## src/rtl/gpio_mw_pkg.sv

```systemverilog
package gpio_mw_pkg;

  parameter int GP_PINS   = 8;
  parameter int GP_DATA_W = 32;

  localparam logic [31:0] OFS_MODE  = 32'h00;
  localparam logic [31:0] OFS_DRIVE = 32'h10;
  localparam logic [31:0] OFS_LEVEL = 32'h20;
  localparam logic [31:0] OFS_INPUT = 32'h30;

  typedef enum logic [2:0] {
    RS_NONE  = 3'd0,
    RS_MODE  = 3'd1,
    RS_DRIVE = 3'd2,
    RS_LEVEL = 3'd3,
    RS_INPUT = 3'd4
  } reg_sel_e;

  typedef struct packed {
    reg_sel_e sel;
    logic     masked;
  } dec_t;

  // Address decode: direct offsets, then the masked aliases of the writable registers.
  function automatic dec_t decode_addr(input logic [31:0] addr, input logic [31:0] mask_ofs);
    dec_t d;
    d.sel    = RS_NONE;
    d.masked = 1'b0;
    if (addr == OFS_MODE)                  d.sel = RS_MODE;
    else if (addr == OFS_DRIVE)            d.sel = RS_DRIVE;
    else if (addr == OFS_LEVEL)            d.sel = RS_LEVEL;
    else if (addr == OFS_INPUT)            d.sel = RS_INPUT;
    else if (addr == mask_ofs + OFS_MODE)  begin d.sel = RS_MODE;  d.masked = 1'b1; end
    else if (addr == mask_ofs + OFS_DRIVE) begin d.sel = RS_DRIVE; d.masked = 1'b1; end
    else if (addr == mask_ofs + OFS_LEVEL) begin d.sel = RS_LEVEL; d.masked = 1'b1; end
    return d;
  endfunction

  // Index of a writable register in the generate array.
  function automatic reg_sel_e field_sel(input int idx);
    case (idx)
      0:       return RS_MODE;
      1:       return RS_DRIVE;
      default: return RS_LEVEL;
    endcase
  endfunction

  // Per-pin merge: enabled pins take the new value, the rest keep the old one.
  function automatic logic [GP_PINS-1:0] merge_pins(input logic [GP_PINS-1:0] old_v,
                                                    input logic [GP_PINS-1:0] en,
                                                    input logic [GP_PINS-1:0] new_v);
    return (old_v & ~en) | (new_v & en);
  endfunction

  // Enable vector for a write: all pins for direct, the upper byte for masked.
  function automatic logic [GP_PINS-1:0] write_enables(input logic dir, input logic msk,
                                                       input logic [GP_DATA_W-1:0] wdata);
    if (dir) return '1;
    if (msk) return wdata[2*GP_PINS-1:GP_PINS];
    return '0;
  endfunction

endpackage

```

## src/rtl/gpio_mw_sync.sv

```systemverilog
module gpio_mw_sync #(
  parameter int WIDTH  = 8,
  parameter int STAGES = 2
) (
  input  logic             clk,
  input  logic             rst_n,
  input  logic [WIDTH-1:0] d,
  output logic [WIDTH-1:0] q
);

  logic [WIDTH-1:0] stg [STAGES];

  always_ff @(posedge clk or negedge rst_n) begin
    if (!rst_n) begin
      for (int s = 0; s < STAGES; s++) stg[s] <= '0;
    end else begin
      stg[0] <= d;
      for (int s = 1; s < STAGES; s++) stg[s] <= stg[s-1];
    end
  end

  assign q = stg[STAGES-1];


  sync_shift_chk: assert property (@(posedge clk) disable iff (!rst_n)
    1'b1 |=> (stg[STAGES-1] == $past(stg[STAGES-2])));

endmodule

```

## src/rtl/gpio_mw_field.sv

```systemverilog
module gpio_mw_field
  import gpio_mw_pkg::*;
#(
  parameter int PINS = GP_PINS
) (
  input  logic                 clk,
  input  logic                 rst_n,
  input  logic                 wr_dir,
  input  logic                 wr_msk,
  input  logic [GP_DATA_W-1:0] wdata,
  output logic [PINS-1:0]      q
);

  logic [PINS-1:0] upd_en;
  logic [PINS-1:0] nxt;
  logic            wr_any;

  assign upd_en = write_enables(wr_dir, wr_msk, wdata);
  assign nxt    = merge_pins(q, upd_en, wdata[PINS-1:0]);
  assign wr_any = wr_dir | wr_msk;

  always_ff @(posedge clk or negedge rst_n) begin
    if (!rst_n)      q <= '0;
    else if (wr_any) q <= nxt;
  end


  direct_load_chk: assert property (@(posedge clk) disable iff (!rst_n)
    wr_dir |=> (q == $past(wdata[PINS-1:0])));


  masked_keep_chk: assert property (@(posedge clk) disable iff (!rst_n)
    (wr_msk && !wr_dir) |=> (((q ^ $past(q)) & ~$past(wdata[2*PINS-1:PINS])) == '0));


  masked_take_chk: assert property (@(posedge clk) disable iff (!rst_n)
    (wr_msk && !wr_dir) |=> (((q ^ $past(wdata[PINS-1:0])) & $past(wdata[2*PINS-1:PINS])) == '0));


  idle_hold_chk: assert property (@(posedge clk) disable iff (!rst_n)
    !wr_any |=> $stable(q));

endmodule

```

## src/rtl/gpio_mw_pad.sv

```systemverilog
module gpio_mw_pad #(
  parameter int PINS = 8
) (
  input  logic [PINS-1:0] mode,
  input  logic [PINS-1:0] drive,
  input  logic [PINS-1:0] level,
  input  logic [PINS-1:0] alt_out,
  input  logic [PINS-1:0] alt_oe,
  output logic [PINS-1:0] pad_out,
  output logic [PINS-1:0] pad_oe
);

  for (genvar i = 0; i < PINS; i++) begin : g_pin
    assign pad_out[i] = mode[i] ? level[i] : alt_out[i];
    assign pad_oe[i]  = mode[i] ? drive[i] : alt_oe[i];
  end

endmodule

```

## src/rtl/gpio_mw_port.sv

```systemverilog
module gpio_mw_port
  import gpio_mw_pkg::*;
#(
  parameter int          ADDR_W      = 12,
  parameter logic [31:0] MASK_OFS    = 32'h080,
  parameter int          SYNC_STAGES = 2
) (
  input  logic                 clk,
  input  logic                 rst_n,
  input  logic                 bus_sel,
  input  logic                 bus_wr,
  input  logic [ADDR_W-1:0]    bus_addr,
  input  logic [GP_DATA_W-1:0] bus_wdata,
  output logic [GP_DATA_W-1:0] bus_rdata,
  input  logic [GP_PINS-1:0]   pad_in,
  output logic [GP_PINS-1:0]   pad_out,
  output logic [GP_PINS-1:0]   pad_oe,
  input  logic [GP_PINS-1:0]   alt_out,
  input  logic [GP_PINS-1:0]   alt_oe,
  output logic [GP_PINS-1:0]   alt_in
);

  localparam int NFIELDS = 3;
  localparam int PAD_W   = GP_DATA_W - GP_PINS;

  dec_t               dec;
  logic               bus_write;
  logic               bus_read;
  logic [NFIELDS-1:0] wr_dir;
  logic [NFIELDS-1:0] wr_msk;
  logic [GP_PINS-1:0] field_q [NFIELDS];
  logic [GP_PINS-1:0] in_sync;
  logic [GP_PINS-1:0] rd_val;

  assign dec       = decode_addr({{(32-ADDR_W){1'b0}}, bus_addr}, MASK_OFS);
  assign bus_write = bus_sel & bus_wr;
  assign bus_read  = bus_sel & ~bus_wr;

  for (genvar k = 0; k < NFIELDS; k++) begin : g_field
    assign wr_dir[k] = bus_write && (dec.sel == field_sel(k)) && !dec.masked;
    assign wr_msk[k] = bus_write && (dec.sel == field_sel(k)) &&  dec.masked;

    gpio_mw_field #(.PINS(GP_PINS)) u_field (
      .clk    (clk),
      .rst_n  (rst_n),
      .wr_dir (wr_dir[k]),
      .wr_msk (wr_msk[k]),
      .wdata  (bus_wdata),
      .q      (field_q[k])
    );
  end

  gpio_mw_sync #(.WIDTH(GP_PINS), .STAGES(SYNC_STAGES)) u_sync (
    .clk   (clk),
    .rst_n (rst_n),
    .d     (pad_in),
    .q     (in_sync)
  );

  gpio_mw_pad #(.PINS(GP_PINS)) u_pad (
    .mode    (field_q[0]),
    .drive   (field_q[1]),
    .level   (field_q[2]),
    .alt_out (alt_out),
    .alt_oe  (alt_oe),
    .pad_out (pad_out),
    .pad_oe  (pad_oe)
  );

  assign alt_in = pad_in;

  always_comb begin
    rd_val = '0;
    if (bus_read) begin
      case (dec.sel)
        RS_MODE:  rd_val = field_q[0];
        RS_DRIVE: rd_val = field_q[1];
        RS_LEVEL: rd_val = field_q[2];
        RS_INPUT: rd_val = dec.masked ? '0 : in_sync;
        default:  rd_val = '0;
      endcase
    end
  end

  assign bus_rdata = {{PAD_W{1'b0}}, rd_val};

  // one write reaches at most one register
  single_target_chk: assert property (@(posedge clk) disable iff (!rst_n)
    $onehot0({wr_dir, wr_msk}));

  // a GPIO-mode pin whose mode and drive bits hold steady keeps its drive enable
  gpio_oe_hold_chk: assert property (@(posedge clk) disable iff (!rst_n)
    (!bus_write && field_q[0] == '1) |=> $stable(pad_oe));

endmodule

```

## config.mk

```make
export PLATFORM = sky130hd
export DESIGN_NAME = gpio_mw_port
export DESIGN_NICKNAME = d
export VERILOG_FILES = /design/src/rtl/gpio_mw_pkg.sv /design/src/rtl/gpio_mw_sync.sv /design/src/rtl/gpio_mw_field.sv /design/src/rtl/gpio_mw_pad.sv /design/src/rtl/gpio_mw_port.sv
export SDC_FILE = /design/constraint.sdc
export NUM_CORES = 1
export LEC_CHECK = 0
export BUFFER_PORTS_ARGS = -buffer_cell sky130_fd_sc_hd__buf_4
export CELL_PAD_IN_SITES_DETAIL_PLACEMENT = 2
export CELL_PAD_IN_SITES_GLOBAL_PLACEMENT = 2
export CORE_UTILIZATION = 28
export CTS_CLUSTER_SIZE = 28
export DETAILED_ROUTE_END_ITERATION = 10
export GPL_ROUTABILITY_DRIVEN = 0
export HOLD_SLACK_MARGIN = 0.12
export MAX_ROUTING_LAYER = met4
export PLACE_DENSITY_LB_ADDON = 0.05
export SYNTH_ARGS = -nofsm -noshare
export SYNTH_HDL_FRONTEND = slang
export SYNTH_HIERARCHICAL = 1
export SYNTH_SLANG_ARGS = --single-unit
```

## constraint.sdc

```tcl
create_clock -name clk -period 1.3 [get_ports clk]
set_clock_uncertainty 0.15 [all_clocks]
set_input_delay 0 -clock clk [delete_from_list [all_inputs] [get_ports clk]]
set_output_delay 0 -clock clk [all_outputs]
set_load 0.1 [all_outputs]
```

[Word-level counts from Yosys, hierarchy flattened]
Cells that the tools add are included.
Storage, ports and cells
  register bits: 40
  logic and storage cells: 95
Cells by class
  eq/ne operators: 10
  reductions and logical operators: 11
  bitwise gates (word level): 18
  multiplexer cells: 51
Operators with widths (count)
  8-bit two-way mux: 14
  8-bit AND: 6
  12-bit by 8-bit == test with 1-bit output, second input constant: 3
  8-bit one-hot mux with 4 select lines: 1
  1-bit two-way mux: 29
  12-bit by 6-bit == test with 1-bit output, second input constant: 2
  8-bit NOT: 3
  8-bit OR: 3
  3-bit two-way mux: 5
  12-bit by 5-bit == test with 1-bit output, second input constant: 1
  12-bit zero test: 1
  1-bit logical AND: 9
  4-bit two-way mux: 2
  3-bit by 2-bit == test with 1-bit output, second input constant: 2
  3-bit by 1-bit == test with 1-bit output, second input constant: 1
  3-bit == test, second input constant: 1
  1-bit OR: 3
  1-bit AND: 2
  1-bit zero test: 1
  1-bit NOT: 1

[Longest topological paths before layout]
Gate-level depths: netlist (run 1).
  depth after elaboration: 18
  mapped depth: 7
  depth with buffers taken out: 5

[By module]
Netlist (run 1), hierarchy kept.
By module, submodules not included
  gpio_mw_field: area an instance 409.1 sq um, times used 3, cells an instance 26
  gpio_mw_port: area an instance 745.7 sq um, times used 1, cells an instance 103
  gpio_mw_sync: area an instance 460.4 sq um, times used 1, cells an instance 24
  gpio_mw_pad: area an instance 232.7 sq um, times used 1, cells an instance 16

[Worst setup path before layout (run 1)]
No wires, ideal clock.
  path kind: input to output
  from: in bus_addr[4]
  to: out bus_rdata[0]
  setup slack: -1011 ps
  path buffers: 2
  cell stages on the path: 5
  data required time: 1150 ps
  data arrival time: 2161 ps
  cells stage by stage: buf_6 -> buf_6 -> a31oi_1 -> nand4_1 -> a21oi_1
Between the ends
  longest elaborated chain between the ends: 11
  elaborated cells on any way between the ends: 25
  those cells by class: eq/ne (10); mux (14); reduce/logical (1)
RTL lines
  from (decl): line gpio_mw_port.sv:12  | input logic [ADDR_W-1:0] bus_addr,
  12-bit by 8-bit == test with 1-bit output: line gpio_mw_pkg.sv:35  | else if (addr == mask_ofs + OFS_LEVEL) begin d.sel = RS_LEVEL; d.masked = 1'b1; end
  3-bit two-way mux: line gpio_mw_pkg.sv:35
  4-bit two-way mux: line gpio_mw_pkg.sv:34  | else if (addr == mask_ofs + OFS_DRIVE) begin d.sel = RS_DRIVE; d.masked = 1'b1; end
  4-bit two-way mux: line gpio_mw_pkg.sv:33  | else if (addr == mask_ofs + OFS_MODE) begin d.sel = RS_MODE; d.masked = 1'b1; end
  3-bit two-way mux or 1-bit two-way mux (tied branches): line gpio_mw_pkg.sv:32  | else if (addr == OFS_INPUT) d.sel = RS_INPUT;
  3-bit two-way mux or 1-bit two-way mux (tied branches): line gpio_mw_pkg.sv:31  | else if (addr == OFS_LEVEL) d.sel = RS_LEVEL;
  3-bit two-way mux or 1-bit two-way mux (tied branches): line gpio_mw_pkg.sv:30  | else if (addr == OFS_DRIVE) d.sel = RS_DRIVE;
  3-bit two-way mux or 1-bit two-way mux (tied branches): line gpio_mw_pkg.sv:29  | if (addr == OFS_MODE) d.sel = RS_MODE;
  3-bit == test, or another cell as far along: line gpio_mw_port.sv:75  | case (dec.sel)
  8-bit one-hot mux with 4 select lines *: line gpio_mw_port.sv:75
  8-bit two-way mux *: line gpio_mw_port.sv:74  | if (bus_read) begin
  to (decl): line gpio_mw_port.sv:14  | output logic [GP_DATA_W-1:0] bus_rdata,
Every way passes the cells marked *; elsewhere a longest branch is shown, timed or not.

==> results of run 1 <==
how the worst max path moves through the flow:
stage,to,slack (ns)
after floorplan,bus_rdata[0],-0.58
after global placement,flip-flop,-0.52
after detailed placement,flip-flop,-0.55
after CTS,bus_rdata[6],-0.21
after global routing,flip-flop,-0.30
final,flip-flop,-0.20
power groups by stage:
| stage | registers, mW | logic (mW) | clock network, mW |
|---|---|---|---|
| final | 1.28 | 1.16 | 0.852 |
| after global routing | 1.28 | 1.20 | 0.926 |
| after CTS | 1.28 | 1.14 | 0.889 |
| after detailed placement | 1.30 | 0.989 | 0 |
| after global placement | 1.30 | 0.984 | 0 |
| after floorplan | 1.30 | 0.798 | 0 |
Yosys cell counts (all sizes together):
master,number
a21oi,32
a31oi,1
and2b,6
and3b,8
buf,49
clkbuf,1
conb,1
dfrtp,40
mux2,48
nand2,9
nand3,1
nand3b,1
nand4,2
nand4b,1
nor2,5
nor2b,3
nor3,1
nor4,1
nor4b,3
o21ai,8
logic make-up (layout without fill, tap and decap cells):
group / Yosys count / count (layout) / synth area share
flops: 40 / 40 / 0.375
other cells: 1 / 24 / 0.00141
mux: 48 / 48 / 0.256
compound gates: 41 / 41 / 0.111
simple gates: 41 / 41 / 0.110
buf+inv: 50 / 154 / 0.145
critical path: stages:
cell and delay, ns:
buf_6 0.10, nor4_4 0.30, nand4b_1 0.22, nor4b_2 0.33, buf_4 0.22, a21oi_2 0.05
mux2_4 0.29
layer usage:
| metal | up-vias | share of wire | track usage |
|---|---|---|---|
| met5 | - | 0 | - |
| met1 | 1024 | 0.40 | 0.189 |
| met2 | 64 | 0.56 | 0.313 |
| met3 | 2 | 0.034 | 0.0239 |
| met4 | 0 | 0.0070 | 0.0407 |
| li1 | 959 | - | - |
layout by cell type (no fill, tap or decap), types with 2 or more instances in the layout:
cell | synthesis | routed
nor4b_2 | 1 | 2
nor2_1 | 5 | 3
o21ai_2 | 0 | 6
and2b_1 | 6 | 6
buf_4 | 43 | 83
nand2_2 | 0 | 6
clkinvlp_4 | 0 | 2
dfrtp_2 | 0 | 5
o21ai_1 | 0 | 2
buf_8 | 0 | 3
clkbuf_8 | 0 | 5
a21oi_2 | 24 | 25
and3b_1 | 8 | 8
nand2_4 | 0 | 2
mux2_4 | 38 | 48
conb_1 | 1 | 24
buf_6 | 5 | 14
dlygate4sd3_1 | 0 | 25
buf_12 | 0 | 21
nand4_1 | 2 | 2
nor2b_4 | 0 | 2
a21oi_4 | 0 | 7
dfrtp_1 | 40 | 35
through the flow:
stage | setup TNS [ns] | utilization
final | -6.92 | 0.469
after global routing | -10.17 | 0.469
after CTS | -7.33 | 0.455
after detailed placement | -13.57 | 0.373
after global placement | -13.20 | 0.373
after floorplan | -8.81 | -
area by class of cell:
type / instances / area (um^2)
Fill cell: 928 / 4900
Tap cell: 129 / 161
Timing Repair Buffer: 146 / 1500
Clock inverter: 3 / 23.8
Clock buffer: 5 / 68.8
Multi-Input combinational cell: 154 / 1580
Sequential cell: 40 / 1010
what timing repair did:
item / CTS / global route
gates resized for setup: 107 / 30
buffers inserted: 3 / 1
endpoints found under the hold margin: 72 / 0
pin swaps: 14 / 4
setup endpoints to repair: 48 / 48
hold buffers: 25 / 0
==> results.cfg, run 1 <==
[power]
p_int_mw = 2.01
ir_drop_uv = 336
power_mw = 3.29
power.leakage_nw = 2.07
power.switching_mw = 1.27
power_frac_seq = 0.389
pwr-share-clk = 0.259
combPwrFrac = 0.351
powerDensity_nw_per_um2 = 758
p_sw_frac = 0.387

[grt]
grt_pass1_wl_um = 12200
grt_usage = 0.168
grt_pass1_vias = 2271
grt.overflow.total = 0
antenna_found_initial = 0
grt_max_degree = 41

[final_layout]
syn_to_final_growth_pct = 62.6
final_nets = 419
layout.cells.non_filler = 477
post-route-cell-area_um2 = 4340
antenna_cells = 0
post_route_cells_drive_above_1_share = 0.681

[outcome]
outcome = finished, violations left
failed_checks = setup timing

[sta]
fin_hold_ws_ns = 0.0780
fin_ws_ns = -0.195
hold_viol_final = 0
fin_crit_sh = 1.15
rsz0062_at_grt = yes
setup_viol = 48
fin_crit_ns = 1.50
worstMarginPinSlew_ns = 0.523
maxSlewViolCount = 0
fmax_mhz = 669
slew_headroom = 0.651

[floorplan]
dieArea_um2 = 9920
fp.dieW_um = 99.6
start_util = 0.289
core_area_um2 = 9240
die_h_um = 99.6
rows = 35
num_io_pins = 128

[detailed_routing]
drc = 0
drt_iter0_markers = 13
antenna_left = 0
first_pass_iters = 4
wl_per_cell_um = 16.2
vias_per_cell = 4.30
routed_wl_um = 7720
num_vias = 2049

[synthesis]
yosys-top-cells-area = dfrtp_1, mux2_4, buf_4, a21oi_2, mux2_2
avgSynthCellArea_um2 = 12.1
yosysUniqueCellTypes = 27
synth.largest_area_cell = dfrtp_1
synthesis.area_um2 = 2670
synth_seq_cells = 40
synthCells = 221
yosysSeqAreaShare = 0.375
yosys_warnings = 6
synth_top_area_share = 0.375

[setup_path]
required_ns = 1.32
cp.arrival_ns = 1.52
cp-startpoint = bus_addr[9]
reg2reg_slack_ns = 0.16
cp_max_fo = 4
crit_path_end_kind = flip-flop
reg2regPathDepth = 3
crit_path_start_kind = input port
critical_path_class = input port to flip-flop

[cts]
clock_sinks = 40
cts_max_level = 2
cts.clk_slew.worst_paths_ns = 0.09
clk_latency_ns = 0.29
numCtsBuffers = 5
cts-root-buf = clkbuf_8
cts_tree = yes
cts_buffer_depth = 2

[place]
dp_cells = 440
place_area_um2 = 3450
place_hpwl_um = 5670
place_ws_ns = -0.551
io_buffers = 87

[job]
drv_cap = 0

[min_path]
hold_path_class = input port to async pin
No activity file was read; power rests on OpenSTA's default activity.
==> run 2, diff against run 1 <==
Settings changed: ABC_AREA set to 1, CORE_MARGIN set to 3, CORE_UTILIZATION 28 to 24.
==> run 2 against run 1 <==
The flow still finishes with violations (setup timing). First-iteration DRC count grew to 6.7 times the previous value. Largest power group unchanged. Register-to-register slack got worse by 0.06 ns. Cell count rose by 38%. Non-clock buffer count rose by 30.
==> results.cfg, run 2 <==
[sta]
tns_ns = -2.58
fin_crit_ns = 1.41
fmax_mhz = 707
maxSlewViolCount = 0
fin_hold_ws_ns = 0.0909
slew_headroom = 0.618
fin_ws_ns = -0.114
setup_viol = 41
fin_crit_sh = 1.09
rsz0062_at_grt = yes
worstMarginPinSlew_ns = 0.574
hold_viol_final = 0

[grt]
grt_pass1_vias = 3247
grt_max_degree = 41
top_usage_layer = met2
grt.overflow.total = 0
use_met1 = 0.209
antenna_found_initial = 0
grt_pass1_wl_um = 16400
grt_usage = 0.181
grt_util_met2 = 0.334
grt_use_met3 = 0.0268

[floorplan]
die_h_um = 110
rows = 37
fp.dieW_um = 110
core_area_um2 = 10500
start_util = 0.249
num_io_pins = 128
dieArea_um2 = 12100

[setup_path]
slowest_stage = dfrtp_1
crit_path_end_kind = primary output
crit_family = flip-flops
worst-path-stages = 5
required_ns = 1.15
critical_path_class = flip-flop to primary output
crit_path_start_kind = flip-flop
path_buf_inv = 1
path_cells = nand4_1 -> nand2_1 -> nor2_2 -> nor2_4 -> buf_12
cp.arrival_ns = 1.26
reg2reg_slack_ns = 0.10
max_stage_delay_ns = 0.42
cp_max_fo = 2
reg2regPathDepth = 5

[cts]
cts-root-buf = clkbuf_8
cts.clk_slew.worst_paths_ns = 0.09
clock_sinks = 40
cts_buffer_depth = 2
clk_latency_ns = 0.29
numCtsBuffers = 5
cts_max_level = 2
cts_tree = yes

[outcome]
outcome = finished, violations left
failed_checks = setup timing

[final_layout]
multi_input_area_um2 = 1630
final_common_cell = nand2_1
layout.cells.non_filler = 659
fillCellCount = 1177
syn_to_final_growth_pct = 85.6
post-route-cell-area_um2 = 4840
utilization = 0.462
post_route_cells_drive_above_1_share = 0.518
layout_common_cells = nand2_1, buf_4, nand2_2
final_nets = 594
antenna_cells = 0
seq_area_um2 = 1000

[synthesis]
ys_top_cells_by_count = nand2_1, buf_4, dfrtp_1
yosys-top-cells-area = dfrtp_1, nand2_1, buf_4, nand4_1, nand3_1
synth_seq_cells = 40
synth_top_area_share = 0.384
synth_ff_type = dfrtp_1
synthesis.area_um2 = 2600
yosysUniqueCellTypes = 17
yosysSeqAreaShare = 0.384
synthCells = 368
synth_edf_count = 0
yosys_warnings = 6
synthMostInstantiatedCell = nand2_1
synth.largest_area_cell = dfrtp_1
avgSynthCellArea_um2 = 7.08
async_flop_share = 1.00

[detailed_routing]
drc = 0
antenna_left = 0
vias_per_cell = 4.57
routed_wl_um = 11300
num_vias = 3010
drt_iter0_markers = 87
first_pass_iters = 4
wl_per_cell_um = 17.2

[min_path]
hold_path_class = input port to async pin

[place]
place_area_um2 = 3610
io_buffers = 87
place_ws_ns = -0.213
dp_cells = 601
place_hpwl_um = 7540

[power]
p_int_mw = 2.04
p_sw_frac = 0.393
ir_drop_uv = 318
power.switching_mw = 1.32
power_mw = 3.36
pwr-share-clk = 0.275
powerDensity_nw_per_um2 = 696
power.leakage_nw = 2.48
power_frac_seq = 0.381
combPwrFrac = 0.345

[job]
drv_cap = 0
-- run 2: what timing repair did --
action                     CTS  global route
cloned                       0             1
setup buffers               16             9
hold buffers                25             0
resized for setup          144            56
pin swaps                   47            77
setup endpoints to repair   24            36
hold endpoints to repair    72             0
-- run 2: power by group through the flow --
stage / combinational [mW] / clock [mW] / sequential [mW]
2_1_floorplan: 0.759 / 0 / 1.30
3_3_place_gp: 0.956 / 0 / 1.31
3_5_place_dp: 0.966 / 0 / 1.31
4_1_cts: 1.14 / 0.945 / 1.28
5_1_grt: 1.21 / 1.01 / 1.28
6_report: 1.16 / 0.924 / 1.28
-- run 2: layer usage --
| layer | vias to the layer above | wire length [um] |
|---|---|---|
| li1 | 1424 | - |
| met1 | 1508 | 4480 |
| met2 | 71 | 6330 |
| met3 | 7 | 406 |
| met4 | 0 | 87 |
| met5 | - | 0 |
-- run 2: logic make-up (layout without fill, tap and decap cells) --
| family | count (synthesis) | in the layout | share of synthesized area |
|---|---|---|---|
| AND/OR/NAND/NOR | 256 | 256 | 0.427 |
| AO/OA/AOI/OAI | 1 | 1 | 0.00576 |
| flip-flops | 40 | 40 | 0.384 |
| buffers and inverters | 70 | 202 | 0.182 |
| other | 1 | 24 | 0.00144 |
-- run 2: final cells by class --
cell class	count	share of cell area
Sequential cell	40	0.207
Multi-Input combinational cell	281	0.337
Clock buffer	7	0.0179
Clock inverter	1	0.00155
Tap cell	136	0.0352
Inverter	18	0.0181
Timing Repair Buffer	176	0.383
-- run 2: worst max path at each step --
stage                 from      endpoint  slack (ns)
4_1_cts          flip-flop  bus_rdata[6]       -0.13
3_5_place_dp   bus_addr[3]     flip-flop       -0.21
5_1_grt          flip-flop  bus_rdata[4]       -0.22
3_3_place_gp   bus_addr[3]  bus_rdata[5]       -0.17
2_1_floorplan  bus_addr[3]  bus_rdata[0]        -0.1
6_report         flip-flop  bus_rdata[6]       -0.11
==> run 3, diff against run 2 <==
Settings changed: CTS_BUF_LIST set to sky130_fd_sc_hd__clkbuf_2 sky130_fd_sc_hd__clkbuf_4 sky130_fd_sc_hd__clkbuf_8.
==> run 3 against run 2 <==
The flow still finishes with violations (setup timing). Count of clock-buffer cells in the layout stayed put. Combinational power hardly changed. Utilization is 0.79 points higher. Maximum frequency is 1.0% lower. First-iteration DRC count is 24% higher. Largest cell class unchanged. Wire length is 1.5% higher. Setup slack worse by 0.014 ns. Sequential power hardly changed. Design area is 1.7% higher. Sequential share of layout area is 0.35 points lower. Via count is 1.3% higher. Largest power group unchanged.
==> results.cfg, run 3 (synthesis results as in run 2) <==
[floorplan]
num_io_pins = 128
fp.dieW_um = 110
die_h_um = 110
rows = 37
core_area_um2 = 10500
start_util = 0.249
dieArea_um2 = 12100

[grt]
grt_max_degree = 41
grt_pass1_wl_um = 16500
top_usage_layer = met2
grt_pass1_vias = 3258
grt.overflow.total = 0
grt_use_met3 = 0.0262
grt_util_met2 = 0.338
antenna_found_initial = 0
grt_usage = 0.182
use_met1 = 0.210

[power]
ir_drop_uv = 329
powerDensity_nw_per_um2 = 689
power.leakage_nw = 2.50

[outcome]
outcome = finished, violations left
failed_checks = setup timing

[place]
place_hpwl_um = 7540
place_area_um2 = 3610
io_buffers = 87

[detailed_routing]
routed_wl_um = 11500
vias_per_cell = 4.62
num_vias = 3048
drc = 0
antenna_left = 0
wl_per_cell_um = 17.4
drt_iter0_markers = 108
first_pass_iters = 4

[sta]
worstMarginPinSlew_ns = 0.583
maxSlewViolCount = 0
rsz0062_at_grt = yes
hold_viol_final = 0
fmax_mhz = 700
slew_headroom = 0.611
fin_hold_ws_ns = 0.0946
fin_crit_sh = 1.10
fin_ws_ns = -0.128
setup_viol = 42
fin_crit_ns = 1.43

[final_layout]
layout_common_cells = nand2_1, buf_4, nand2_2
fillCellCount = 1161
final_nets = 595
post-route-cell-area_um2 = 4920
utilization = 0.470
post_route_cells_drive_above_1_share = 0.548
final_common_cell = nand2_1
antenna_cells = 0
syn_to_final_growth_pct = 88.8

[cts]
cts_buffer_depth = 2
clk_latency_ns = 0.29
numCtsBuffers = 5
cts-root-buf = clkbuf_8
cts.clk_slew.worst_paths_ns = 0.09
cts_tree = yes
clock_sinks = 40
cts_max_level = 2

[setup_path]
critical_path_class = flip-flop to primary output
reg2regPathDepth = 5
cp_max_fo = 2
crit_path_start_kind = flip-flop
cp.arrival_ns = 1.28
reg2reg_slack_ns = 0.11
required_ns = 1.15
crit_path_end_kind = primary output

[min_path]
hold_path_class = input port to async pin

[job]
drv_cap = 0
-- run 3: critical path, cell delays in order (launching register included) --
cell,delay [ns]
dfrtp_1,0.41
nand4_1,0.09
nand2_1,0.11
nor2_2,0.05
nor2_4,0.13
buf_12,0.18
-- run 3: how the worst max path moves through the flow --
stage                     cells after the start   startpoint  slack, ns           end
after floorplan                               5  bus_addr[3]       -0.1  bus_rdata[0]
after global placement                        9  bus_addr[3]      -0.17  bus_rdata[5]
after detailed placement                     11  bus_addr[3]      -0.21     flip-flop
after CTS                                     5    flip-flop      -0.13  bus_rdata[2]
after global routing                         13  bus_addr[8]      -0.21     flip-flop
final                                         5    flip-flop      -0.13  bus_rdata[4]
-- run 3: layout make-up --
| class | instances | area [um^2] | share of cell area |
|---|---|---|---|
| Sequential cell | 40 | 1000 | 0.204 |
| Clock inverter | 1 | 7.51 | 0.00153 |
| Multi-Input combinational cell | 281 | 1690 | 0.343 |
| Clock buffer | 7 | 90.1 | 0.0183 |
| Timing Repair Buffer | 177 | 1870 | 0.381 |
| Inverter | 18 | 87.6 | 0.0178 |
| Tap cell | 136 | 170 | 0.0346 |
-- run 3: timing repair --
action	in CTS	in global routing
buffers inserted	16	10
gates cloned	0	1
pin swaps	55	97
resized for setup	150	72
hold endpoints to repair	72	0
endpoints found under the setup margin	24	48
hold buffers	25	0
-- run 3: metrics by stage --
stage / setup TNS [ns] / power, mW / instances / setup slack (ns)
6_report: -2.71 / 3.39 / 660 / -0.128
5_1_grt: -6.79 / 3.53 / 660 / -0.211
4_1_cts: -1.94 / 3.39 / 650 / -0.127
3_5_place_dp: -5.86 / 2.27 / 601 / -0.213
3_3_place_gp: -4.93 / 2.26 / 601 / -0.173
2_1_floorplan: -1.03 / 2.06 / 391 / -0.0956
-- run 3: per-layer routing --
layer | wire, um | vias to the layer above
li1 | - | 1428
met1 | 4360 | 1530
met2 | 6520 | 77
met3 | 420 | 13
met4 | 180 | 0
met5 | 0 | -
-- run 3: where the power goes --
group | internal (mW) | leakage [nW] | switching, mW | total, mW
clock | 0.454 | 0.0479 | 0.487 | 0.940
combinational | 0.342 | 1.93 | 0.826 | 1.17
sequential | 1.27 | 0.520 | 0.00965 | 1.28
total | 2.07 | 2.50 | 1.32 | 3.39
